`src/rtl/updn_pkg.sv`:
```
`timescale 1ns/1ps
package updn_pkg;
  localparam int CNT_W = 4;
  typedef logic [CNT_W-1:0] cnt_t;

  function automatic cnt_t top_value(input bit bcd);
    return bcd ? cnt_t'(9) : cnt_t'(15);
  endfunction

  function automatic cnt_t step_up(input cnt_t v, input bit bcd);
    return (v >= top_value(bcd)) ? cnt_t'(0) : cnt_t'(v + cnt_t'(1));
  endfunction

  function automatic cnt_t step_down(input cnt_t v, input bit bcd);
    return (v == cnt_t'(0)) ? top_value(bcd) : cnt_t'(v - cnt_t'(1));
  endfunction
endpackage

```
`src/rtl/strobe_sync.sv`:
```
`timescale 1ns/1ps
module strobe_sync #(
  parameter int STAGES = 2
) (
  input  logic clk,
  input  logic rst,
  input  logic strobe_in,
  output logic level,
  output logic rise
);
  logic [STAGES-1:0] chain;
  logic              prev;

  generate
    if (STAGES == 1) begin : g_single
      always_ff @(posedge clk) begin
        if (rst) chain <= '1;
        else     chain <= strobe_in;
      end
    end else begin : g_multi
      always_ff @(posedge clk) begin
        if (rst) chain <= '1;
        else     chain <= {chain[STAGES-2:0], strobe_in};
      end
    end
  endgenerate

  always_ff @(posedge clk) begin
    if (rst) prev <= 1'b1;
    else     prev <= chain[STAGES-1];
  end

  assign level = chain[STAGES-1];
  assign rise  = chain[STAGES-1] & ~prev;
endmodule

```
`src/rtl/count_core.sv`:
```
`timescale 1ns/1ps
module count_core
  import updn_pkg::*;
#(
  parameter bit BCD = 1'b0
) (
  input  logic clk,
  input  logic rst,
  input  logic clear,
  input  logic load_n,
  input  cnt_t din,
  input  logic inc,
  input  logic dec,
  output cnt_t q
);
  always_ff @(posedge clk) begin
    if (rst)          q <= '0;
    else if (clear)   q <= '0;
    else if (!load_n) q <= din;
    else if (inc)     q <= step_up(q, BCD);
    else if (dec)     q <= step_down(q, BCD);
  end
endmodule

```
`src/rtl/cascade_flags.sv`:
```
`timescale 1ns/1ps
module cascade_flags
  import updn_pkg::*;
#(
  parameter bit BCD = 1'b0
) (
  input  cnt_t q,
  input  logic up_lvl,
  input  logic dn_lvl,
  output logic carry_n,
  output logic borrow_n
);
  logic at_top;
  logic at_zero;
  assign at_top   = (q >= top_value(BCD));
  assign at_zero  = (q == cnt_t'(0));
  assign carry_n  = ~(at_top & ~up_lvl);
  assign borrow_n = ~(at_zero & ~dn_lvl);
endmodule

```
`src/rtl/updown_strobe_counter.sv`:
```
`timescale 1ns/1ps
module updown_strobe_counter
  import updn_pkg::*;
#(
  parameter bit BCD         = 1'b0,
  parameter int SYNC_STAGES = 2
) (
  input  logic       clk,
  input  logic       rst,
  input  logic       up_strobe,
  input  logic       dn_strobe,
  input  logic       load_n,
  input  logic       clear,
  input  logic [3:0] din,
  output logic [3:0] q,
  output logic       carry_n,
  output logic       borrow_n
);
  logic up_lvl, up_rise, dn_lvl, dn_rise;
  logic count_up_ev, count_dn_ev;

  strobe_sync #(.STAGES(SYNC_STAGES)) u_up_sync (
    .clk(clk), .rst(rst), .strobe_in(up_strobe), .level(up_lvl), .rise(up_rise)
  );
  strobe_sync #(.STAGES(SYNC_STAGES)) u_dn_sync (
    .clk(clk), .rst(rst), .strobe_in(dn_strobe), .level(dn_lvl), .rise(dn_rise)
  );

  // steering: a rise counts only with the opposite strobe high; twin rises cancel
  assign count_up_ev = up_rise & dn_lvl & ~dn_rise;
  assign count_dn_ev = dn_rise & up_lvl & ~up_rise;

  count_core #(.BCD(BCD)) u_core (
    .clk(clk), .rst(rst), .clear(clear), .load_n(load_n), .din(din),
    .inc(count_up_ev), .dec(count_dn_ev), .q(q)
  );

  cascade_flags #(.BCD(BCD)) u_flags (
    .q(q), .up_lvl(up_lvl), .dn_lvl(dn_lvl), .carry_n(carry_n), .borrow_n(borrow_n)
  );
endmodule

```
`config.mk`:
```
export PLATFORM = sky130hd
export DESIGN_NAME = updown_strobe_counter
export DESIGN_NICKNAME = d
export VERILOG_FILES = /design/src/rtl/updn_pkg.sv /design/src/rtl/strobe_sync.sv /design/src/rtl/count_core.sv /design/src/rtl/cascade_flags.sv /design/src/rtl/updown_strobe_counter.sv
export SDC_FILE = /design/constraint.sdc
export NUM_CORES = 1
export LEC_CHECK = 0
export BUFFER_PORTS_ARGS = -buffer_cell sky130_fd_sc_hd__clkbuf_2
export CAP_MARGIN = 20
export CORE_AREA = 5 5 42 44
export DETAILED_ROUTE_END_ITERATION = 8
export DIE_AREA = 0 0 47 49
export PLACE_DENSITY_LB_ADDON = 0.2
export SYNTH_ARGS = -nofsm -noshare
export SYNTH_HDL_FRONTEND = slang
export SYNTH_SLANG_ARGS = --single-unit
```
`constraint.sdc`:
```
create_clock -name clk -period 1.7 [get_ports clk]
set_input_delay 0.255 -clock clk [delete_from_list [all_inputs] [get_ports clk]]
set_output_delay 0.255 -clock clk [all_outputs]
set_load 0.01 [all_outputs]
```
==> results.cfg <==
[run_status]
outcome = finished, final reports clean

[synthesis]
synth_top_cells_by_area = dfxtp_1 36%, or2_2 6.8%, a21oi_1 4.5%, ha_1 4.5%, a31oi_1 3.4%
yosysSeqAreaShare = 0.364
synth_warnings = 0
synth_edf_count = 0
async_flop_share = 0
netlist-cell-type-count = 31
ys_top_cells_by_count = 10 x dfxtp_1, 6 x or2_2, 5 x a21oi_1, 4 x inv_1
synth_area_per_cell_um2 = 8.88
synthFlopType = dfxtp_1
synth_top_area_cell = dfxtp_1
syn-cell-area_um2 = 551
synth-seq-cells = 10
syn_nets = 74
synth.most_common_cell = dfxtp_1
yosys.area.top_type_share = 0.364
syn_inst = 62

[routing]
firstDrtPassIters = 4
vias = 510
avgRoutedWirePerCell_um = 11.7
wirelength_um = 1110
drc = 0
drtIter0Drc = 11
via_per_inst = 5.37
antenna_left = 0

[floorplan]
rows = 14
die_width_um = 47
coreArea_mm2 = 0.00140
die_h_um = 49
die_area_mm2 = 0.00230
pin_count = 16
initial_core_util = 0.393

[timing]
drv_slew = 0
setup_viol = 0
tightest_slew_ns = 0.278
fmax_mhz = 621
grt_setup_unrepaired = false
fin_crit_ns = 1.61
hold_viol = 0
fin_skew_ns = 0.00115
period_share = 0.948
fin_setup_tns_ns = 0
maxSlewHeadroom = 0.812

[clock_network]
cts_max_level = 1
clkTransAtPathRegs_ns = 0.07
ctsRootBufferMaster = clkbuf_4
clock_sinks = 10
cts_tree = done
cts_buffers = 3
clockBufferDepth = 2
clock_latency_ns = 0.26

[layout]
n_antenna_cell = 0
finalNetCount = 92
drive_gt1_frac = 0.380
design_area_um2 = 677
synthToLayoutAreaGrowth_pct = 23.0

[global_routing]
grt_pass1_vias = 446
antenna_found_initial = 0
grt_pass1_wl_um = 1880
grt_usage = 0.109
grt.overflow.total = 0
grt_max_degree = 12

[worst_setup_path]
worstPathRequired_ns = 1.44
r2r_slack_ns = 0.36
worstSetupStartpointType = flip-flop
path_class = reg2out
r2r-start = u_core.q[1]
rr_worst_depth = 6
r2r-end = u_core.q[2]
crit_path_end_kind = output port
cp.arrival_ns = 1.36
worstPathMaxFanout = 8

[worst_hold_path]
worst_hold_path.endpoint = u_up_sync.chain[0]
worstHoldPathCells = 2
min_from = up_strobe
hp-class = in2reg

[pwr]
p_int_w = 0.000412
power_frac_comb = 0.134
power.switching_w = 0.000127
seqPwrFrac = 0.478
p_leak_nw = 0.287
netSwitchingFraction = 0.235
clkPwrFrac = 0.388
ir_worst_vdd_uv = 376
total_power_w = 0.000539
power_density_mw_per_mm2 = 796

[placement]
dpl.hpwl_um = 831
gp_congestion = 0.752
place_area_um2 = 626
io_buffers = 15

[flow_run]
cap_violations = 0
repair_timing:
| action | CTS | global route |
|---|---|---|
| hold endpoints to repair | 0 | 0 |
| hold buffers | 0 | 0 |
| gates resized for setup | 0 | 4 |
| endpoints found under the setup margin | 0 | 1 |
| setup buffers | 0 | 1 |
layer usage:
layer  vias to the layer above  wire length, um  global-route usage
li1                        264                -                   -
met4                         0               13              0.0783
met3                         2               77              0.0221
met1                       231              564               0.158
met2                        13              450               0.136
met5                         -                0                   0
cell type report:
cell class / instances / area [um2]
Clock buffer: 4 / 36.3
Fill cell: 146 / 724
Inverter: 4 / 15.0
Multi-Input combinational cell: 45 / 318
Sequential cell: 10 / 205
Tap cell: 16 / 20.0
Timing Repair Buffer: 16 / 82.6
layout by cell type (no fill, tap or decap), drive strengths merged, types with 3 or more instances in the layout:
cell and count:
clkbuf 19, dfxtp 10, or2 6, a21oi 5, inv 4, a31oi 3, o21ai 3
per-stage QoR:
step / setup slack, ns / hold WS, ns / util / std cells
final: 0.0890 / 0.176 / 0.483 / 95
after global routing: 0.000638 / 0.168 / 0.483 / 95
after CTS: 0.0138 / 0.168 / 0.472 / 94
after detailed placement: 0.239 / 0.393 / 0.446 / 90
after global placement: 0.263 / 0.391 / 0.446 / 90
after floorplan: 0.229 / 0.359 / - / 62
worst max-delay path, stage by stage (launching register included):
cell      delay [ns]
dfxtp_2         0.36
inv_1           0.07
ha_2            0.18
nand2b_1        0.07
or3_1           0.30
clkbuf_2        0.13
logic make-up (layout without fill, tap and decap cells):
logic type,Yosys count,after routing,share of synthesized area
buffers and inverters,7,24,0.0636
AND/OR/NAND/NOR,21,21,0.250
AO/OA/AOI/OAI,18,18,0.211
XOR/XNOR,3,3,0.0477
flip-flops,10,10,0.364
multiplexers,1,1,0.0182
adder cells (fa/ha/maj),2,2,0.0454
power groups by stage:
stage | registers [W] | clock network [W] | logic (W)
floorplan | 0.000261 | 0 | 0.0000462
global placement | 0.000264 | 0 | 0.0000688
detailed placement | 0.000263 | 0 | 0.0000696
CTS | 0.000258 | 0.000218 | 0.0000702
global route | 0.000259 | 0.000226 | 0.0000820
finish | 0.000257 | 0.000209 | 0.0000721
registers in the layout (all words and copies together) (netlist names):
signal / cells
u_up_sync.prev: 1
u_dn_sync.prev: 1
u_up_sync.chain: 2
u_dn_sync.chain: 2
u_core.q: 4
worst max-delay path by stage:
| stage | from | end | slack, ns | cells past startpoint |
|---|---|---|---|---|
| after floorplan | u_core.q[0] | u_core.q[2] | 0.23 | 7 |
| after global placement | u_core.q[0] | u_core.q[3] | 0.26 | 6 |
| after detailed placement | u_core.q[0] | u_core.q[2] | 0.24 | 6 |
| after CTS | u_core.q[0] | borrow_n | 0.01 | 5 |
| after global routing | u_core.q[0] | borrow_n | 0.0006 | 5 |
| final | u_core.q[1] | borrow_n | 0.09 | 5 |
Power figures use the tool's default switching activity.
